File: src/rtl/cfg_loader_pkg.sv
package cfg_loader_pkg;
  localparam int unsigned WORD_W_DEF   = 32;
  localparam int unsigned ADDR_W_DEF   = 3;
  localparam int unsigned NUM_REGS_DEF = 6;
  localparam int unsigned SYNC_N_DEF   = 2;
  localparam int unsigned PD_REG_DEF   = 2;
  localparam int unsigned PD_BIT_DEF   = 5;

  typedef enum logic [1:0] {
    PIN_CLK = 2'd0,
    PIN_DAT = 2'd1,
    PIN_LE  = 2'd2,
    PIN_CE  = 2'd3
  } pin_idx_e;
endpackage

File: src/rtl/pin_sync.sv
module pin_sync #(
  parameter int unsigned WIDTH  = 4,
  parameter int unsigned STAGES = 2
) (
  input  logic             clk_i,
  input  logic             rst_ni,
  input  logic [WIDTH-1:0] async_i,
  output logic [WIDTH-1:0] sync_o
);
  logic [STAGES-1:0][WIDTH-1:0] ff_q;

  always_ff @(posedge clk_i or negedge rst_ni) begin
    if (!rst_ni) ff_q[0] <= '0;
    else         ff_q[0] <= async_i;
  end

  for (genvar s = 1; s < STAGES; s++) begin : g_stage
    always_ff @(posedge clk_i or negedge rst_ni) begin
      if (!rst_ni) ff_q[s] <= '0;
      else         ff_q[s] <= ff_q[s-1];
    end
  end

  assign sync_o = ff_q[STAGES-1];
endmodule

File: src/rtl/ser_shift.sv
module ser_shift #(
  parameter int unsigned WORD_W = 32
) (
  input  logic              clk_i,
  input  logic              rst_ni,
  input  logic              sclk_i,
  input  logic              sdat_i,
  input  logic              le_i,
  output logic              commit_o,
  output logic [WORD_W-1:0] word_o
);
  logic              sclk_d_q, le_d_q;
  logic [WORD_W-1:0] shift_q;
  logic              sclk_rise;
  logic [WORD_W-1:0] shift_nxt;

  assign sclk_rise = sclk_i & ~sclk_d_q;
  assign shift_nxt = {shift_q[WORD_W-2:0], sdat_i};

  always_ff @(posedge clk_i or negedge rst_ni) begin
    if (!rst_ni) begin
      sclk_d_q <= 1'b0;
      le_d_q   <= 1'b0;
      shift_q  <= '0;
    end else begin
      sclk_d_q <= sclk_i;
      le_d_q   <= le_i;
      if (sclk_rise) shift_q <= shift_nxt;
    end
  end

  // a bit landing in the same sample as the load edge is still included
  assign word_o   = sclk_rise ? shift_nxt : shift_q;
  assign commit_o = le_i & ~le_d_q;


  shift_hold_chk: assert property (@(posedge clk_i) disable iff (!rst_ni)
    !sclk_rise |=> $stable(shift_q));

  shift_in_chk: assert property (@(posedge clk_i) disable iff (!rst_ni)
    sclk_rise |=> shift_q[0] == $past(sdat_i));
endmodule

File: src/rtl/cfg_reg_bank.sv
module cfg_reg_bank #(
  parameter int unsigned WORD_W   = 32,
  parameter int unsigned ADDR_W   = 3,
  parameter int unsigned NUM_REGS = 6
) (
  input  logic                             clk_i,
  input  logic                             rst_ni,
  input  logic                             commit_i,
  input  logic [WORD_W-1:0]                word_i,
  output logic [NUM_REGS-1:0][WORD_W-1:0]  regs_o,
  output logic [NUM_REGS-1:0]              load_stb_o
);
  localparam logic [ADDR_W:0] NREG_L = NUM_REGS[ADDR_W:0];

  logic [ADDR_W-1:0]               addr;
  logic [NUM_REGS-1:0]             hit;
  logic [NUM_REGS-1:0][WORD_W-1:0] regs_q;
  logic [NUM_REGS-1:0]             stb_q;

  assign addr = word_i[ADDR_W-1:0];

  for (genvar i = 0; i < NUM_REGS; i++) begin : g_reg
    localparam logic [ADDR_W-1:0] IDX = i[ADDR_W-1:0];
    assign hit[i] = commit_i && (addr == IDX);

    always_ff @(posedge clk_i or negedge rst_ni) begin
      if (!rst_ni) begin
        regs_q[i] <= '0;
        stb_q[i]  <= 1'b0;
      end else begin
        stb_q[i] <= hit[i];
        if (hit[i]) regs_q[i] <= word_i;
      end
    end


    untouched_chk: assert property (@(posedge clk_i) disable iff (!rst_ni)
      !stb_q[i] |-> regs_q[i] == $past(regs_q[i]));
  end

  assign regs_o     = regs_q;
  assign load_stb_o = stb_q;


  one_strobe_chk: assert property (@(posedge clk_i) disable iff (!rst_ni)
    $onehot0(stb_q));

  strobe_cause_chk: assert property (@(posedge clk_i) disable iff (!rst_ni)
    (stb_q != '0) |-> $past(commit_i));

  bad_addr_chk: assert property (@(posedge clk_i) disable iff (!rst_ni)
    (commit_i && ({1'b0, addr} >= NREG_L)) |=> (stb_q == '0) && $stable(regs_q));
endmodule

File: src/rtl/cfg_serial_loader.sv
module cfg_serial_loader
  import cfg_loader_pkg::*;
#(
  parameter int unsigned WORD_W   = WORD_W_DEF,
  parameter int unsigned ADDR_W   = ADDR_W_DEF,
  parameter int unsigned NUM_REGS = NUM_REGS_DEF,
  parameter int unsigned SYNC_N   = SYNC_N_DEF,
  parameter int unsigned PD_REG   = PD_REG_DEF,
  parameter int unsigned PD_BIT   = PD_BIT_DEF
) (
  input  logic                         clk_i,
  input  logic                         rst_ni,
  input  logic                         ser_clk_i,
  input  logic                         ser_dat_i,
  input  logic                         ser_le_i,
  input  logic                         chip_en_i,
  output logic [NUM_REGS*WORD_W-1:0]   cfg_flat_o,
  output logic [NUM_REGS-1:0]          load_stb_o,
  output logic                         pwr_down_o,
  output logic                         cp_tristate_o
);
  logic [3:0]                      pins_s;
  logic                            commit;
  logic [WORD_W-1:0]               word;
  logic [NUM_REGS-1:0][WORD_W-1:0] regs;

  pin_sync #(.WIDTH(4), .STAGES(SYNC_N)) u_sync (
    .clk_i   (clk_i),
    .rst_ni  (rst_ni),
    .async_i ({chip_en_i, ser_le_i, ser_dat_i, ser_clk_i}),
    .sync_o  (pins_s)
  );

  ser_shift #(.WORD_W(WORD_W)) u_shift (
    .clk_i    (clk_i),
    .rst_ni   (rst_ni),
    .sclk_i   (pins_s[PIN_CLK]),
    .sdat_i   (pins_s[PIN_DAT]),
    .le_i     (pins_s[PIN_LE]),
    .commit_o (commit),
    .word_o   (word)
  );

  cfg_reg_bank #(.WORD_W(WORD_W), .ADDR_W(ADDR_W), .NUM_REGS(NUM_REGS)) u_bank (
    .clk_i      (clk_i),
    .rst_ni     (rst_ni),
    .commit_i   (commit),
    .word_i     (word),
    .regs_o     (regs),
    .load_stb_o (load_stb_o)
  );

  assign cfg_flat_o    = regs;
  assign cp_tristate_o = ~pins_s[PIN_CE];
  assign pwr_down_o    = ~pins_s[PIN_CE] | regs[PD_REG][PD_BIT];


  tri_implies_pd_chk: assert property (@(posedge clk_i) disable iff (!rst_ni)
    cp_tristate_o |-> pwr_down_o);

  reset_pd_chk: assert property (@(posedge clk_i)
    !rst_ni |-> pwr_down_o && cp_tristate_o && (load_stb_o == '0));
endmodule

File: config.mk
export PLATFORM = sky130hd
export DESIGN_NAME = cfg_serial_loader
export DESIGN_NICKNAME = d
export VERILOG_FILES = /design/src/rtl/cfg_loader_pkg.sv /design/src/rtl/pin_sync.sv /design/src/rtl/ser_shift.sv /design/src/rtl/cfg_reg_bank.sv /design/src/rtl/cfg_serial_loader.sv
export SDC_FILE = /design/constraint.sdc
export NUM_CORES = 1
export LEC_CHECK = 0
export BUFFER_PORTS_ARGS = -buffer_cell sky130_fd_sc_hd__buf_2
export CORE_MARGIN = 2
export CORE_UTILIZATION = 40
export CTS_CLUSTER_SIZE = 40
export DETAILED_ROUTE_END_ITERATION = 8
export PLACE_DENSITY = 0.74
export SLEW_MARGIN = 20
export SYNTH_ARGS = -nofsm -noshare
export SYNTH_HDL_FRONTEND = slang
export SYNTH_SLANG_ARGS = --single-unit
File: constraint.sdc
create_clock -name clk_i -period 1.8 [get_ports clk_i]
set_clock_uncertainty 0.1 [all_clocks]
set_input_delay 0.45 -clock clk_i [delete_from_list [all_inputs] [get_ports clk_i]]
set_output_delay 0.45 -clock clk_i [all_outputs]
set_load 0.005 [all_outputs]
== Yosys cells after proc, flatten, opt, wreduce, memory -nomap -nowiden ==
Index checks and enable logic that the tools add are counted.
W data, S select, Z words.

* $add $sub $neg: 0
* Multipliers: 0
* Div/mod/pow operators: 0
* Order comparisons: 0
* Equal/unequal tests: 5
* Shifts and indexed selects: 0
* Mux-type cells: 1
* Bitwise logic cells: 6
* Reduce and logical (&&, ||, !) cells: 7

{| class="wikitable"
|+ Operators by type and width
! kind !! number
|-
| $mux W32 || 1
|-
| $eq A3 B2 Y1 const B || 2
|-
| $eq A3 B3 Y1 const B || 2
|-
| $logic_and A1 B1 Y1 || 6
|-
| $eq A3 B1 Y1 const B || 1
|-
| $logic_not A3 Y1 || 1
|-
| $not A1 Y1 || 3
|-
| $and A1 B1 Y1 || 2
|-
| $or A1 B1 Y1 || 1
|}

* Bits in registers: 240
* Bits in latches: 0
* Memory bits (writable): 0
* Memory bits (read-only): 0
* Bits of input ports: 6
* Output and inout port bits: 200
* Word-level logic and storage cells: 36
* Memories kept: 0

== Longest topological paths before layout ==
Gate-level depths: netlist (run 1).

* Depth in word-level cells: 5
* Depth in mapped cells: 7
* Mapped depth without buffers: 4

== Modules after synthesis ==
From an unflattened synthesis (run 1), not the netlist that was laid out.

* Cell total of the unflattened synthesis: 506
* Area total of the unflattened synthesis: 9,097.5 um^2

{| class="wikitable"
|+ Modules (own cells, without submodules)
! module !! times used !! cells each !! area an instance (um^2) !! sequential area each (um^2)
|-
| cfg_reg_bank || 1 || 420 || 7,442.1 || 4,954.8
|-
| ser_shift || 1 || 72 || 1,415.1 || 850.8
|-
| pin_sync || 1 || 12 || 230.2 || 200.2
|-
| cfg_serial_loader || 1 || 2 || 10.0 || 0.0
|}

== Worst setup path before layout (run 1) ==
OpenSTA, ideal clock, no wires.

* Path kind: flip-flop to flip-flop
* Start: register u_shift.le_d_q
* End: register u_bank.regs_q (netlist bit u_bank.regs_o[10])
* Setup time: 125 ps
* Arrival time: 1,729 ps
* Required time: 1,575 ps
* Slack: -154 ps
* Cell stages (with the launch flop): 6
* Buffers on the path: 1
* Clock period less this slack: 1,954 ps
* Cells stage by stage: dfrtp_1 -> and2b_4 -> nand2b_2 -> a2111oi_4 -> buf_6 -> mux2_4

* Cells in the longest elaborated chain, start to end: 3

{| class="wikitable"
|+ RTL lines
! item !! line !! source
|-
| start: declaration || ser_shift.sv:12 || <nowiki>logic sclk_d_q, le_d_q;</nowiki>
|-
| start signal: assignment || ser_shift.sv:27 || <nowiki>le_d_q <= le_i;</nowiki>
|-
| $not A1 Y1 || ser_shift.sv:34 || <nowiki>assign commit_o = le_i & ~le_d_q;</nowiki>
|-
| $and A1 B1 Y1 || ser_shift.sv:34 ||
|-
| $logic_and A1 B1 Y1 || cfg_reg_bank.sv:24 || <nowiki>assign hit[i] = commit_i && (addr == IDX);</nowiki>
|-
| end signal: indexed assignment || cfg_reg_bank.sv:32 || <nowiki>if (hit[i]) regs_q[i] <= word_i;</nowiki>
|-
| end: declaration || cfg_reg_bank.sv:17 || <nowiki>logic [NUM_REGS-1:0][WORD_W-1:0] regs_q;</nowiki>
|}

Every way passes these cells.
A chain may end at the register's enable or synchronous reset.

== Worst setup path after layout (run 1) ==
* Start: register u_sync.ff_q (netlist bit u_sync.sync_o[0])
* End: register u_bank.regs_q (netlist bit u_bank.regs_o[144])

* Cells in the longest elaborated chain, start to end: 4

{| class="wikitable"
|+ RTL lines
! item !! line !! source
|-
| start: declaration || pin_sync.sv:10 || <nowiki>logic [STAGES-1:0][WIDTH-1:0] ff_q;</nowiki>
|-
| start signal: indexed assignment || pin_sync.sv:20 || <nowiki>else ff_q[s] <= ff_q[s-1];</nowiki>
|-
| $and A1 B1 Y1 * || ser_shift.sv:17 || <nowiki>assign sclk_rise = sclk_i & ~sclk_d_q;</nowiki>
|-
| $mux W32 * || - ||
|-
| $eq A3 B3 Y1 || cfg_reg_bank.sv:24 ||
|-
| $logic_and A1 B1 Y1 || cfg_reg_bank.sv:24 ||
|}

Mark *: on every way between the ends. The rest lies on a longest branch, timed or not.

==> results.sh, run 1 <==
export IMPL_status="finished with violations"
export IMPL_violations="setup timing"
export IMPL_crit_chain="buf_6 -> nand2b_4 -> nand2_4 -> o32ai_4 -> buf_6 -> buf_12 -> mux2_4"
export IMPL_post_place_ws_ps=-213
export IMPL_numCtsBuffers=26
export IMPL_yosysWarnings=0
export IMPL_worstPathRequired_ps=2090
export IMPL_drc=0
export IMPL_die_area_um2=24200
export IMPL_ant_nets=0
export IMPL_synth_edff_count=0
export IMPL_p_switching_mw=3.20
export IMPL_antenna_cells=0
export IMPL_dpl_hpwl_mm=13.8
export IMPL_yosysTopAreaCell="dfrtp_1"
export IMPL_place_gp_congestion=0.766
export IMPL_area_delta_synth_final_pct=35.9
export IMPL_p_per_area_nw_per_um2=1060
export IMPL_nNetsFinal=867
export IMPL_synthTopCellsByArea="dfrtp_1, mux2_4, mux2_2"
export IMPL_timing_fmax_mhz=518
export IMPL_rsz0062_at_grt="true"
export IMPL_relSlewSlack_pct=71.3
export IMPL_synthesis_area_um2=9190
export IMPL_critPathSlowestCell="dfrtp_1"
export IMPL_hold_slack_ps=248
export IMPL_dr_pass1_iters=4
export IMPL_cp_start_kind="flip-flop"
export IMPL_core_region_area_um2=22600
export IMPL_antenna_found_initial=0
export IMPL_holdPathStages=0
export IMPL_grt_start_max_net_pins=50
export IMPL_p_comb_share_pct=13.7
export IMPL_clockRootBuffer="clkbuf_16"
export IMPL_wl_per_cell_um=19.4
export IMPL_synth_seq_area_share_pct=65.4
export IMPL_synth_most_common_cell="dfrtp_1"
export IMPL_ys_types=32
export IMPL_vdd_drop_max_uv=672
export IMPL_hp_class="reg2reg"
export IMPL_min_period_over_period_pct=107
export IMPL_grt_pass1_wl_mm=33.8
export IMPL_synth_seq_cells=240
export IMPL_clkSlewWorstSetupHoldPaths_ps=60
export IMPL_synth_flop_cell="dfrtp_1"
export IMPL_clock_latency_ps=520
export IMPL_clk_path_buf_depth=3
export IMPL_gr_total_overflow=0
export IMPL_criticalPathCategory="reg2reg"
export IMPL_fp_dieW_um=156
export IMPL_synth_top_cell_area_share_pct=65.4
export IMPL_synth_nets=597
export IMPL_layout_drive_gt1_share_pct=57.4
export IMPL_finalSetupViolations=176
export IMPL_worst_pin_slew_ps=430
export IMPL_worstRegToRegCells=7
export IMPL_io_pins=206
export IMPL_port_buffers=205
export IMPL_avgSynthCellArea_um2=15.5
export IMPL_sequentialPowerShare_pct=46.3
export IMPL_setup_slack_ps=-129
export IMPL_vias=5645
export IMPL_chipHeight_um=156
export IMPL_synth_commonest_cells="dfrtp_1, nand2_1, mux2_2"
export IMPL_finalMaxSlewViolations=0
export IMPL_total_power_mw=13.2
export IMPL_crit_path_max_fanout=11
export IMPL_cp_arrival_ps=2220
export IMPL_track_usage_pct=17.8
export IMPL_netlist_instances=591
export IMPL_rows=55
export IMPL_routed_wl_mm=22.6
export IMPL_ys_async_sr_fraction_pct=100
export IMPL_p_sw_share_pct=24.2
export IMPL_final_hold_viol_count=0
export IMPL_fin_crit_ps=1930
export IMPL_leakagePower_nw=6.98
export IMPL_critPathCaptureType="flip-flop"
export IMPL_cts_tree="built"
export IMPL_grt_pass1_vias=5709
export IMPL_htreeDepth=1
export IMPL_drt_iter0_drc=205
export IMPL_crit_top_cell="buf_6"
export IMPL_drv_cap=0
export IMPL_viasPerCell=4.85
export IMPL_p_int_mw=10.0
export IMPL_cts_sinks=240
export IMPL_clockPowerShare_pct=40.1
export IMPL_cp_slowest_stage_delay_ps=410
export IMPL_start_util_pct=40.7
[through the flow]
stage | utilization (%) | cells | area [um^2] | TNS (ps)
5_1_grt | 55.3 | 1163 | 12500 | -22810
4_1_cts | 53.8 | 1154 | 12100 | -7930
3_5_place_dp | 48.6 | 1092 | 11000 | -20750
6_report | 55.3 | 1163 | 12500 | -13180
2_1_floorplan | - | 591 | 9380 | -7920
3_3_place_gp | 48.6 | 1092 | 11000 | -15230
[power by group through the flow]
stage	Combinational, mW	Clock, mW	Sequential, mW
after floorplan	0.774	0	6.20
after global placement	1.57	0	6.18
after detailed placement	1.61	0	6.19
after CTS	1.72	5.43	6.11
after global routing	1.94	5.66	6.17
final	1.81	5.30	6.12
[flip-flops by register name, indices dropped and copies added (netlist names)]
signal and count:
u_bank.load_stb_o 6, u_bank.regs_o 192, u_shift.le_d_q 1, u_shift.sclk_d_q 1, u_shift.shift_q 32, u_sync.ff_q 4, u_sync.sync_o 4
[critical path, delay by kind of cell, from the launching register on]
family | cells | cell delay (ps)
buffers and inverters | 3 | 460
flip-flops | 1 | 410
multiplexers | 1 | 320
AO/OA/AOI/OAI | 1 | 290
AND/OR/NAND/NOR | 2 | 210
[layout make-up]
cell class | count | area [um^2]
Inverter | 9 | 33.8
Sequential cell | 240 | 6010
Fill cell | 1811 | 10100
Clock buffer | 39 | 761
Multi-Input combinational cell | 311 | 3300
Clock inverter | 6 | 92.6
Tap cell | 285 | 357
Timing Repair Buffer | 273 | 1930
[per-layer routing]
layer	global-route usage, %	wire length [um]	up-vias
li1	-	-	2533
met1	25.1	10100	2869
met2	27.8	10300	209
met3	4.78	1820	34
met4	3.67	356	0
met5	0	0	-
[cell families after synthesis]
kind of cell	share of synthesized area (%)
DFF	65.4
muxes	24.3
and+or+nand+nor	6.37
buffers and inverters	2.83
AOI/OAI and AO/OA	1.17
[cells in the final DEF, fill, tap and decap left out, types with 2 or more instances in the layout]
cell type and n:
dfrtp_1 239, buf_2 204, mux2_4 148, nand2_1 91, clkbuf_16 31, buf_4 27, mux2_2 26, buf_12 16
buf_6 11, inv_1 9, clkbuf_1 8, nand2b_1 7, nand2_2 5, dlygate4sd3_1 5, nor2_1 4, and2_1 4
clkbuf_8 4, buf_8 4, nand2b_4 3, nor2b_1 3, or2_4 2, clkinvlp_4 2, bufinv_16 2, buf_16 2
[path summary, 6_finish.rpt]
| kind | from | to | slack, ps |
|---|---|---|---|
| max | u_sync.sync_o[0] | u_bank.regs_o[144] | -130 |
| max in group asynchronous | rst_ni | u_bank.regs_o[98] | 690 |
| min | u_sync.ff_q[1] | u_sync.sync_o[1] | 250 |
| max reg2reg | u_sync.sync_o[0] | u_bank.regs_o[144] | -130 |
| min reg2reg | u_sync.ff_q[1] | u_sync.sync_o[1] | 250 |
| min in group asynchronous | rst_ni | u_bank.regs_o[34] | 350 |
[repair_timing]
action	in CTS	in global routing
setup endpoints to repair	182	171
hold buffers	5	0
resized for setup	37	56
pin swaps	3	5
buffers inserted	10	5
endpoints found under the hold margin	45	0
cloned	2	5
Power figures use the tool's default switching activity.
==> run 2: changes to the inputs <==
PLACE_DENSITY = 0.72   (was 0.74)
SLEW_MARGIN = 5   (was 20)
clock period = 2.45 ns   (was 1.8 ns; I/O delays follow)
==> results.sh, run 2 (synthesis gave the netlist of run 1 again) <==
export IMPL_status="finished clean"
export IMPL_ant_nets=0
export IMPL_worstPathRequired_ps=2750
export IMPL_port_buffers=205
export IMPL_cts_resized=0
export IMPL_rsz0062_at_grt="false"
export IMPL_fp_dieW_um=156
export IMPL_final_hold_viol_count=0
export IMPL_finalMaxSlewViolations=0
export IMPL_p_per_area_nw_per_um2=841
export IMPL_mostFrequentLayoutCell="dfrtp_1"
export IMPL_track_usage_pct=17.1
export IMPL_grt_pass1_vias=5589
export IMPL_p_int_mw=7.47
export IMPL_timing_fmax_mhz=457
export IMPL_clkSlewWorstSetupHoldPaths_ps=60
export IMPL_relSlewSlack_pct=64.3
export IMPL_worst_pin_slew_ps=536
export IMPL_clk_path_buf_depth=3
export IMPL_cp_arrival_ps=2480
export IMPL_clockPowerShare_pct=42.7
export IMPL_htreeDepth=1
export IMPL_final_cell_mix="dfrtp_1, buf_2, nand2_1, mux2_2, mux2_4"
export IMPL_cp_start_kind="flip-flop"
export IMPL_numCtsBuffers=25
export IMPL_dr_pass1_iters=4
export IMPL_nNetsFinal=823
export IMPL_leakagePower_nw=6.57
export IMPL_p_comb_share_pct=11.1
export IMPL_die_area_um2=24200
export IMPL_drt_iter0_drc=231
export IMPL_drv_cap=0
export IMPL_antenna_found_initial=1
export IMPL_vias=5426
export IMPL_setup_slack_ps=262
export IMPL_vdd_drop_max_uv=566
export IMPL_grt_start_max_net_pins=65
export IMPL_finalSetupTns_ps=0
export IMPL_min_period_over_period_pct=89.3
export IMPL_wl_per_cell_um=18.5
export IMPL_area_delta_synth_final_pct=25.7
export IMPL_p_sw_share_pct=23.2
export IMPL_io_pins=206
export IMPL_drc=0
export IMPL_place_gp_congestion=0.733
export IMPL_routed_wl_mm=20.7
export IMPL_crit_path_max_fanout=13
export IMPL_finalSetupViolations=0
export IMPL_clock_latency_ps=520
export IMPL_post_place_ws_ps=288
export IMPL_critPathCaptureType="flip-flop"
export IMPL_hp_class="in2reg"
export IMPL_largest_reg_flops=192
export IMPL_gr_total_overflow=0
export IMPL_start_util_pct=40.7
export IMPL_clockRootBuffer="clkbuf_16"
export IMPL_layout_drive_gt1_share_pct=53.7
export IMPL_place_area_um2=10600
export IMPL_dpl_hpwl_mm=13.7
export IMPL_chipHeight_um=156
export IMPL_criticalPathCategory="reg2reg"
export IMPL_viasPerCell=4.84
export IMPL_sequentialPowerShare_pct=46.3
export IMPL_grt_pass1_wl_mm=32.6
export IMPL_rows=55
export IMPL_core_region_area_um2=22600
export IMPL_cts_tree="built"
export IMPL_fin_crit_ps=2190
export IMPL_p_switching_mw=2.25
export IMPL_design_area_um2=11500
export IMPL_cts_sinks=240
==> run 2: worst paths after layout <==
| path | from | to | slack (ps) | cells past startpoint |
|---|---|---|---|---|
| min in group asynchronous | rst_ni | u_bank.regs_o[49] | 540 | 2 |
| hold / removal | chip_en_i | u_sync.ff_q[3] | 100 | 1 |
| max in group asynchronous | rst_ni | u_bank.regs_o[86] | 1030 | 3 |
| setup reg to reg | u_shift.sclk_d_q | u_bank.regs_o[86] | 260 | 5 |
| hold reg to reg | u_sync.ff_q[2] | u_sync.sync_o[2] | 250 | 0 |
| setup / recovery | u_shift.sclk_d_q | u_bank.regs_o[86] | 260 | 5 |
==> run 2: layer usage <==
metal  wire, um  track usage (%)
met1       9040             22.9
met3       1200             3.97
met4        480             4.76
met2      10000             28.0
met5          0                0
==> run 2: through the flow <==
step | power [mW] | hold slack [ps] | utilization, % | std cells
after floorplan | 5.09 | 217 | - | 591
after CTS | 9.85 | 75.4 | 51.2 | 1121
final | 9.72 | 96.7 | 51.2 | 1122
after detailed placement | 5.65 | 236 | 47.1 | 1074
after global routing | 10.1 | 76.3 | 51.2 | 1121
after global placement | 5.62 | 233 | 47.1 | 1074
==> run 2: timing repair <==
action	in CTS	in global routing
buffers inserted	0	0
hold buffers	1	0
hold endpoints to repair	57	0
==> run 2: cell type report <==
type                       count  area, um^2
multi-input combinational    311        2930
antenna                        1        2.50
clock inverter                 7         166
inverter                       9        33.8
timing repair buffer         230        1300
sequential                   240        6010
fill                        1942       11000
clock buffer                  39         748
tap                          285         357
==> run 2: critical path: stages, from the launching register on <==
cell and delay [ps]:
dfrtp_1 410, nand2b_2 260, nor3b_2 320, a2bb2o_2 420, buf_12 200, mux2_2 340
==> run 2: power groups by stage <==
stage | Clock [mW] | Sequential (mW) | Combinational, mW
floorplan | 0 | 4.55 | 0.538
finish | 4.15 | 4.50 | 1.07
global route | 4.41 | 4.53 | 1.17
detailed placement | 0 | 4.56 | 1.09
global placement | 0 | 4.55 | 1.06
CTS | 4.26 | 4.50 | 1.10
